## src/rtl/phy_rst_pkg.sv

```systemverilog
package phy_rst_pkg;

   localparam int STRAP_W      = 9;
   localparam int STRAP_ADDR_W = 3;

   typedef struct packed {
      logic [STRAP_ADDR_W-1:0] addr_hi;
      logic                    ser_mii;
      logic                    fiber;
      logic                    hd100;
      logic                    fd100;
      logic                    fd10;
      logic                    an_en;
   } strap_t;

   localparam strap_t STRAP_PULL = '{addr_hi: '0, ser_mii: 1'b0, fiber: 1'b0,
                                     hd100: 1'b1, fd100: 1'b1, fd10: 1'b1, an_en: 1'b1};

   localparam int CTRL_RST_BIT    = 15;
   localparam int CTRL_SPEED_BIT  = 13;
   localparam int CTRL_AN_BIT     = 12;
   localparam int CTRL_DUPLEX_BIT = 8;
   localparam int CTRL_MIN_W      = 16;

   localparam logic [4:0] REG_CTRL = 5'h00;
   localparam logic [4:0] REG_ADDR = 5'h19;

   function automatic logic [CTRL_MIN_W-1:0] ctrl_default(input strap_t s);
      logic [CTRL_MIN_W-1:0] v;
      logic                  spd;
      spd = s.fd100 | s.hd100;
      v = '0;
      v[CTRL_SPEED_BIT]  = spd;
      v[CTRL_AN_BIT]     = s.an_en & ~s.fiber;
      v[CTRL_DUPLEX_BIT] = spd ? s.fd100 : s.fd10;
      return v;
   endfunction

endpackage

```

## src/rtl/phy_hwrst_qual.sv

```systemverilog
module phy_hwrst_qual #(
   parameter int SYNC_STAGES    = 2,
   parameter int MIN_LOW_CYCLES = 1000,
   parameter bit HOLD_ON_RAW    = 1'b1
) (
   input  logic clk,
   input  logic rst_pin_n,
   output logic hw_active,
   output logic mdio_hold_low
);
   localparam int CNT_W = $clog2(MIN_LOW_CYCLES + 1);
   localparam logic [CNT_W-1:0] CNT_MAX  = CNT_W'(MIN_LOW_CYCLES);
   localparam logic [CNT_W-1:0] CNT_LAST = CNT_W'(MIN_LOW_CYCLES - 1);

   if (SYNC_STAGES < 2) begin : g_bad_sync
      $error("phy_hwrst_qual: SYNC_STAGES must be at least 2");
   end
   if (MIN_LOW_CYCLES < 2) begin : g_bad_min
      $error("phy_hwrst_qual: MIN_LOW_CYCLES must be at least 2");
   end

   logic [SYNC_STAGES-1:0] sync_q;
   logic                   pin_s;
   logic [CNT_W-1:0]       low_cnt;

   always_ff @(posedge clk) begin
      sync_q <= {sync_q[SYNC_STAGES-2:0], rst_pin_n};
   end
   assign pin_s = sync_q[SYNC_STAGES-1];

   always_ff @(posedge clk) begin
      if (pin_s) begin
         low_cnt <= '0;
      end else if (low_cnt < CNT_MAX) begin
         low_cnt <= low_cnt + 1'b1;
      end
   end

   assign hw_active = (low_cnt == CNT_MAX);

   if (HOLD_ON_RAW) begin : g_hold_raw
      assign mdio_hold_low = ~pin_s;
   end else begin : g_hold_qual
      assign mdio_hold_low = hw_active;
   end


   qualify_reach_chk: assert property (@(posedge clk) disable iff (pin_s)
      (low_cnt == CNT_LAST) |=> hw_active);

endmodule

```

## src/rtl/phy_strap_latch.sv

```systemverilog
module phy_strap_latch
   import phy_rst_pkg::*;
#(
   parameter int DATA_W = 16
) (
   input  logic                    clk,
   input  logic                    capture,
   input  logic [STRAP_W-1:0]      strap_in,
   input  logic [STRAP_W-1:0]      strap_driven,
   output logic [STRAP_W-1:0]      strap_q,
   output logic [DATA_W-1:0]       def_ctrl,
   output logic [STRAP_ADDR_W-1:0] def_addr_hi
);
   strap_t merged;

   if (DATA_W < CTRL_MIN_W) begin : g_bad_dw
      $error("phy_strap_latch: DATA_W too small for the control layout");
   end

   assign merged = strap_t'((strap_in & strap_driven) | (STRAP_PULL & ~strap_driven));

   always_ff @(posedge clk) begin
      if (capture) begin
         strap_q <= merged;
      end
   end

   assign def_ctrl    = DATA_W'(ctrl_default(merged));
   assign def_addr_hi = merged.addr_hi;


   strap_hold_chk: assert property (@(posedge clk) disable iff (capture)
      !capture |=> $stable(strap_q));

endmodule

```

## src/rtl/phy_port_regs.sv

```systemverilog
module phy_port_regs
   import phy_rst_pkg::*;
#(
   parameter int PORT_IDX      = 0,
   parameter int ADDR_W        = 5,
   parameter int PORT_W        = 2,
   parameter int DATA_W        = 16,
   parameter int REG_AW        = 5,
   parameter int SW_RST_CYCLES = 16
) (
   input  logic                    clk,
   input  logic                    hw_active,
   input  logic [DATA_W-1:0]       def_ctrl,
   input  logic [STRAP_ADDR_W-1:0] def_addr_hi,
   input  logic                    wr_en,
   input  logic [REG_AW-1:0]       reg_addr,
   input  logic [DATA_W-1:0]       wr_data,
   output logic [DATA_W-1:0]       rd_data,
   output logic                    busy,
   output logic [ADDR_W-1:0]       phy_addr
);
   localparam int SW_W = $clog2(SW_RST_CYCLES + 1);
   localparam logic [SW_W-1:0] SW_LOAD = SW_W'(SW_RST_CYCLES);
   localparam logic [REG_AW-1:0] A_CTRL = REG_AW'(REG_CTRL);
   localparam logic [REG_AW-1:0] A_ADDR = REG_AW'(REG_ADDR);
   localparam logic [DATA_W-1:0] STORE_MASK = ~(DATA_W'(1) << CTRL_RST_BIT);

   if (SW_RST_CYCLES < 1) begin : g_bad_sw
      $error("phy_port_regs: SW_RST_CYCLES must be positive");
   end
   if (ADDR_W != STRAP_ADDR_W + PORT_W) begin : g_bad_aw
      $error("phy_port_regs: ADDR_W must equal strap address bits plus PORT_W");
   end

   logic [DATA_W-1:0] ctrl_q;
   logic [ADDR_W-1:0] addr_q;
   logic [SW_W-1:0]   sw_cnt;
   logic              sw_busy;
   logic              wr_ok;

   assign sw_busy = (sw_cnt != '0);
   assign wr_ok   = wr_en & ~sw_busy;
   assign busy    = hw_active | sw_busy;

   always_ff @(posedge clk) begin
      if (hw_active) begin
         ctrl_q <= def_ctrl;
         addr_q <= {def_addr_hi, PORT_W'(PORT_IDX)};
         sw_cnt <= '0;
      end else begin
         if (sw_busy) begin
            sw_cnt <= sw_cnt - 1'b1;
         end
         if (wr_ok && reg_addr == A_CTRL) begin
            ctrl_q <= wr_data & STORE_MASK;
            if (wr_data[CTRL_RST_BIT]) begin
               sw_cnt <= SW_LOAD;
            end
         end
         if (wr_ok && reg_addr == A_ADDR) begin
            addr_q <= wr_data[ADDR_W-1:0];
         end
      end
   end

   always_comb begin
      rd_data = '0;
      if (reg_addr == A_CTRL) begin
         rd_data = ctrl_q & STORE_MASK;
         rd_data[CTRL_RST_BIT] = busy;
      end else if (reg_addr == A_ADDR) begin
         rd_data = {{(DATA_W-ADDR_W){1'b0}}, addr_q};
      end
   end

   assign phy_addr = addr_q;


   sw_countdown_chk: assert property (@(posedge clk) disable iff (hw_active)
      sw_busy |=> (sw_cnt == $past(sw_cnt) - 1'b1));


   busy_write_drop_chk: assert property (@(posedge clk) disable iff (hw_active)
      (wr_en && sw_busy) |=> ($stable(ctrl_q) && $stable(addr_q)));


   hw_cancels_sw_chk: assert property (@(posedge clk) disable iff (hw_active)
      $fell(hw_active) |-> !sw_busy);

endmodule

```

## src/rtl/phy_rst_strap_ctrl.sv

```systemverilog
module phy_rst_strap_ctrl
   import phy_rst_pkg::*;
#(
   parameter int NUM_PORTS      = 4,
   parameter int ADDR_W         = 5,
   parameter int DATA_W         = 16,
   parameter int REG_AW         = 5,
   parameter int SYNC_STAGES    = 2,
   parameter int MIN_LOW_CYCLES = 1000,
   parameter int SW_RST_CYCLES  = 16,
   parameter bit HOLD_ON_RAW    = 1'b1,
   localparam int PORT_W        = $clog2(NUM_PORTS)
) (
   input  logic                        clk,
   input  logic                        hw_rst_n,
   input  logic [STRAP_W-1:0]          strap_in,
   input  logic [STRAP_W-1:0]          strap_driven,
   input  logic [PORT_W-1:0]           reg_sel,
   input  logic [REG_AW-1:0]           reg_addr,
   input  logic                        reg_wr,
   input  logic [DATA_W-1:0]           reg_wdata,
   output logic [DATA_W-1:0]           reg_rdata,
   output logic [NUM_PORTS-1:0]        port_busy,
   output logic [STRAP_W-1:0]          strap_latched,
   output logic [NUM_PORTS*ADDR_W-1:0] port_addr,
   output logic                        mdio_hold_low
);
   if (NUM_PORTS < 2 || (NUM_PORTS & (NUM_PORTS - 1)) != 0) begin : g_bad_ports
      $error("phy_rst_strap_ctrl: NUM_PORTS must be a power of two, at least 2");
   end
   if (REG_AW < 5) begin : g_bad_raw
      $error("phy_rst_strap_ctrl: REG_AW must cover address 0x19");
   end

   logic                    hw_active;
   logic [DATA_W-1:0]       def_ctrl;
   logic [STRAP_ADDR_W-1:0] def_addr_hi;
   logic [DATA_W-1:0]       rd_vec [NUM_PORTS];

   phy_hwrst_qual #(
      .SYNC_STAGES   (SYNC_STAGES),
      .MIN_LOW_CYCLES(MIN_LOW_CYCLES),
      .HOLD_ON_RAW   (HOLD_ON_RAW)
   ) u_qual (
      .clk          (clk),
      .rst_pin_n    (hw_rst_n),
      .hw_active    (hw_active),
      .mdio_hold_low(mdio_hold_low)
   );

   phy_strap_latch #(
      .DATA_W(DATA_W)
   ) u_straps (
      .clk         (clk),
      .capture     (hw_active),
      .strap_in    (strap_in),
      .strap_driven(strap_driven),
      .strap_q     (strap_latched),
      .def_ctrl    (def_ctrl),
      .def_addr_hi (def_addr_hi)
   );

   for (genvar p = 0; p < NUM_PORTS; p++) begin : g_port
      phy_port_regs #(
         .PORT_IDX     (p),
         .ADDR_W       (ADDR_W),
         .PORT_W       (PORT_W),
         .DATA_W       (DATA_W),
         .REG_AW       (REG_AW),
         .SW_RST_CYCLES(SW_RST_CYCLES)
      ) u_regs (
         .clk        (clk),
         .hw_active  (hw_active),
         .def_ctrl   (def_ctrl),
         .def_addr_hi(def_addr_hi),
         .wr_en      (reg_wr && (reg_sel == PORT_W'(p))),
         .reg_addr   (reg_addr),
         .wr_data    (reg_wdata),
         .rd_data    (rd_vec[p]),
         .busy       (port_busy[p]),
         .phy_addr   (port_addr[p*ADDR_W +: ADDR_W])
      );
   end

   assign reg_rdata = rd_vec[reg_sel];

endmodule

```

## config.mk

```make
export PLATFORM = sky130hd
export DESIGN_NAME = phy_rst_strap_ctrl
export DESIGN_NICKNAME = d
export VERILOG_FILES = /design/src/rtl/phy_rst_pkg.sv /design/src/rtl/phy_hwrst_qual.sv /design/src/rtl/phy_strap_latch.sv /design/src/rtl/phy_port_regs.sv /design/src/rtl/phy_rst_strap_ctrl.sv
export SDC_FILE = /design/constraint.sdc
export NUM_CORES = 1
export LEC_CHECK = 0
export ABC_CLOCK_PERIOD_IN_PS = 4100
export CORE_ASPECT_RATIO = 1.75
export CORE_MARGIN = 5
export CORE_UTILIZATION = 60
export CTS_CLUSTER_DIAMETER = 60
export DETAILED_ROUTE_END_ITERATION = 12
export DONT_BUFFER_PORTS = 1
export PLACE_DENSITY = 0.76
export SYNTH_ARGS = -nofsm -noshare
export SYNTH_HDL_FRONTEND = slang
export SYNTH_SLANG_ARGS = --single-unit
```

## constraint.sdc

```tcl
create_clock -name clk -period 4.1 [get_ports clk]
set_input_delay 0.205 -clock clk [delete_from_list [all_inputs] [get_ports clk]]
set_output_delay 0.205 -clock clk [all_outputs]
set_load 0.01 [all_outputs]
```

==> metrics <==
outcome=completed; layout cells sized above 1=under 10%; count of cell types in the netlist=43; Fillers=around 680; Final ANT Viol Nets=0; Netlist Area Pre-Place=between 5000 and 6000 sq um; f_max=~0.35 GHz; HPWL Detailed=roughly 9.3 mm; min-delay src=strap_in[0]; final setup violation count=0; Yosys reg bits=121; worst reg2reg path depth=5; YS warnings=0; critical path required time=roughly 4 ns; CTS buffer count=17; crit-path max cell delay=about 0.6 ns; register area share after synthesis=between 40 and 50%; FF-to-FF Start=g_port[0].u_regs.sw_cnt[0]$_SDFF_PP0_; starting density of the core=61.5%; TritonRoute pass-1 iters=5; Mapped Nets=620; Cells after Synth=570; clock root cell=clkbuf_16; WL/cell=about 19 microns; I/O pins=between 90 and 100; R2R setup slack=between 1 and 1.5 ns; routed vias/inst=between 6 and 7; worst-margin pin slew=between 0.9 and 1 ns; clock sink count=between 100 and 150; Largest delay share family, worst path=buffers and inverters; initial antenna violation count=0; Placeable Area=between 9000 and 10000 sq um; Hold Path End=u_straps.strap_q[0]$_DFFE_PP_; Fin Clk Skew=between 0.008 and 0.009 ns; vias=about 4300; unrepaired setup endpoints after global routing=no; area grow syn2layout=14.4%; final WL=between 10 and 15 mm; FF-to-FF End=g_port[0].u_regs.ctrl_q[13]$_DFFE_PP_; worst hold path type=input pin to flip-flop; Fin Setup TNS=0 ns; Multi-input gate area=approximately 2500 sq um; 1st-iter DRT viols=296; CP Capture Type=output pin; Final WS setup=~1.3 ns; Place WS=around 1.6 ns; number of global-route vias before repair=between 4000 and 5000; pin count of the biggest net entering global routing=43; crit share post-route=a little over two thirds; CTS clk-pin slew, worst paths=0.05 ns; CTS HTree Levels=4; PwrDens=between 500 and 600 nW/um^2; Sequential Area=roughly 2800 sq um; fin nets=around 620; TritonCTS clock tree=yes; first-pass GRT wire length=between 20 and 25 mm; Critical-path top delay cell=inv_2; Worst VDD drop=0.000344 V; fin crit period=approximately 2.8 ns; CTS Buffer Depth=2; mean area per synthesized cell=9.74 sq um; WS Path Type=flip-flop to output pin; row count=46; die width=a little over 80 microns; Slew Viols, Final=0; All-Layer GR Usage=about a quarter; Rel. slew slack=roughly 37%; Die ar.=approximately 11000 sq um; data arrival at the endpoint of the critical path=2.64 ns; gpl congestion=roughly 0.88; Hold Fails Final Rpt=0; DRC=0; crit path cell chain=inv_1, ha_1, nor4bb_1, nand3_1, buf_4, inv_2, a21oi_1, nor2_1; clk_lat worst skew=0.41 ns; Leak=around 2.7 nW; number of max-cap violations=0; final core utilization=a little over two thirds; startpoint types=flip-flop; Min-Delay Path Depth=1; CP Buf/Inv Count=3; CP max FO=42; antenna cell count=0; Die H=137 microns; GRT Residual Overflow=0; Port Buffers=0
## cell families (layout without fill, tap and decap cells)
family / count (synthesis) / count (layout) / share of synthesized area, %
mux: 43 / 43 / 10.0
flops: 121 / 121 / 49.6
simple gates: 228 / 228 / 20.5
compound gates: 97 / 97 / 11.0
buf+inv: 58 / 75 / 4.96
xor+xnor: 17 / 17 / 2.68
fa+ha+maj: 6 / 6 / 1.35
## state kept, by name, indices dropped and copies added (netlist names)
signal                  cells
g_port.u_regs.sw_cnt       20
g_port.u_regs.ctrl_q       60
u_qual.sync_q               2
u_straps.strap_q            9
g_port.u_regs.phy_addr     20
u_qual.low_cnt             10
## Yosys cell counts, drive strengths merged
| cell type | number | share of area [%] |
|---|---|---|
| nand2 | 103 | 7.0 |
| dfxtp | 88 | 32 |
| nor2 | 50 | 3.4 |
| edfxtp | 33 | 18 |
| mux2i | 33 | 5.9 |
| a21oi | 29 | 2.6 |
| buf | 24 | 2.7 |
| o21ai | 20 | 1.8 |
| clkbuf | 17 | 1.1 |
| inv | 17 | 1.1 |
| xnor2 | 17 | 2.7 |
| and3 | 15 | 1.7 |
| nor3 | 15 | 1.4 |
| a31oi | 13 | 1.5 |
| a22o | 11 | 1.7 |
| nand4 | 11 | 1.8 |
| mux4 | 10 | 4.1 |
| and2 | 7 | 0.79 |
| a221oi | 6 | 0.95 |
| ha | 6 | 1.4 |
| nand3 | 5 | 0.45 |
| a22oi | 4 | 0.54 |
| and4 | 4 | 0.63 |
| nor4b | 4 | 1.7 |
| o21bai | 4 | 0.54 |
| o22ai | 4 | 0.45 |
| or2 | 4 | 0.45 |
| nand2b | 3 | 0.34 |
| a211oi | 2 | 0.27 |
| a41oi | 2 | 0.32 |
| nor2b | 2 | 0.23 |
| nor3b | 2 | 0.27 |
| a31o | 1 | 0.16 |
| nand3b | 1 | 0.14 |
| nor4 | 1 | 0.11 |
| nor4bb | 1 | 0.18 |
| o21a | 1 | 0.14 |
## power by group
| part | total, mW | switching, mW | internal [mW] | leakage (nW) |
|---|---|---|---|---|
| logic | 0.543 | 0.270 | 0.274 | 1.35 |
| registers | 1.46 | 0.117 | 1.34 | 1.02 |
| clock network | 1.53 | 0.517 | 1.01 | 0.286 |
| total | 3.53 | 0.903 | 2.63 | 2.66 |
## timing repair
item,4_1_cts,5_1_grt
setup buffers,0,0
resized for setup,0,0
hold endpoints to repair,65,1
hold buffers,19,1
## layout make-up
cell class | instances | area share (%)
clock inverter | 13 | 2.80
tap | 120 | 2.36
multi-input combinational | 391 | 39.8
inverter | 17 | 1.00
sequential | 121 | 43.3
timing repair buffer | 26 | 3.86
clock buffer | 19 | 6.82
## layer usage
layer  up-vias  wire (microns)  track usage (%)
met1      2041            4740             25.5
met2       172            7280             45.4
met4         0             418             12.3
met3        33             875             7.33
li1       2033               -                -
met5         -               0                0
## through the flow
step	hold WS (ns)	power [mW]	instance area, sq um	std cells
2_1_floorplan	0.233	1.92	5550	570
3_3_place_gp	0.233	1.96	5540	655
4_1_cts	0.000294	3.55	6340	706
3_5_place_dp	0.233	1.99	5540	655
5_1_grt	0.00480	3.70	6350	707
6_report	0.00907	3.53	6350	707
## worst max-delay path by stage
stage / cells after the start / start / to / slack (ns)
floorplan: 6 / g_port[2].u_regs.sw_cnt[0]$_SDFF_PP0_ / g_port[2].u_regs.ctrl_q[12]$_DFFE_PP_ / 2.23
global placement: 5 / g_port[0].u_regs.sw_cnt[0]$_SDFF_PP0_ / g_port[0].u_regs.ctrl_q[12]$_DFFE_PP_ / 1.66
detailed placement: 5 / g_port[0].u_regs.sw_cnt[0]$_SDFF_PP0_ / g_port[0].u_regs.ctrl_q[13]$_DFFE_PP_ / 1.57
CTS: 8 / u_qual.low_cnt[1]$_SDFFE_PP0N_ / reg_rdata[15] / 1.26
global route: 8 / u_qual.low_cnt[1]$_SDFFE_PP0N_ / reg_rdata[15] / 1.01
finish: 8 / u_qual.low_cnt[0]$_SDFFE_PP0N_ / reg_rdata[15] / 1.26
## cell usage in the layout, fill, tap and decap left out, drive strengths merged, types with 5 or more instances in the layout
cell / n
nand2: 103
dfxtp: 88
nor2: 50
mux2i: 33
edfxtp: 33
a21oi: 29
dlygate4sd3: 20
o21ai: 20
clkbuf: 19
xnor2: 17
inv: 17
and3: 15
nor3: 15
a31oi: 13
a22o: 11
nand4: 11
mux4: 10
and2: 7
a221oi: 6
ha: 6
buf: 6
nand3: 5
clkinv: 5
## worst reg2reg max path, cell delays in order, from the launching register on
cell	delay, ns
dfxtp_1	0.32
inv_1	0.09
ha_1	0.22
nor4b_4	0.49
nand4_1	0.77
nand2_1	0.40
Note: power is estimated with default switching activity, not from simulation.
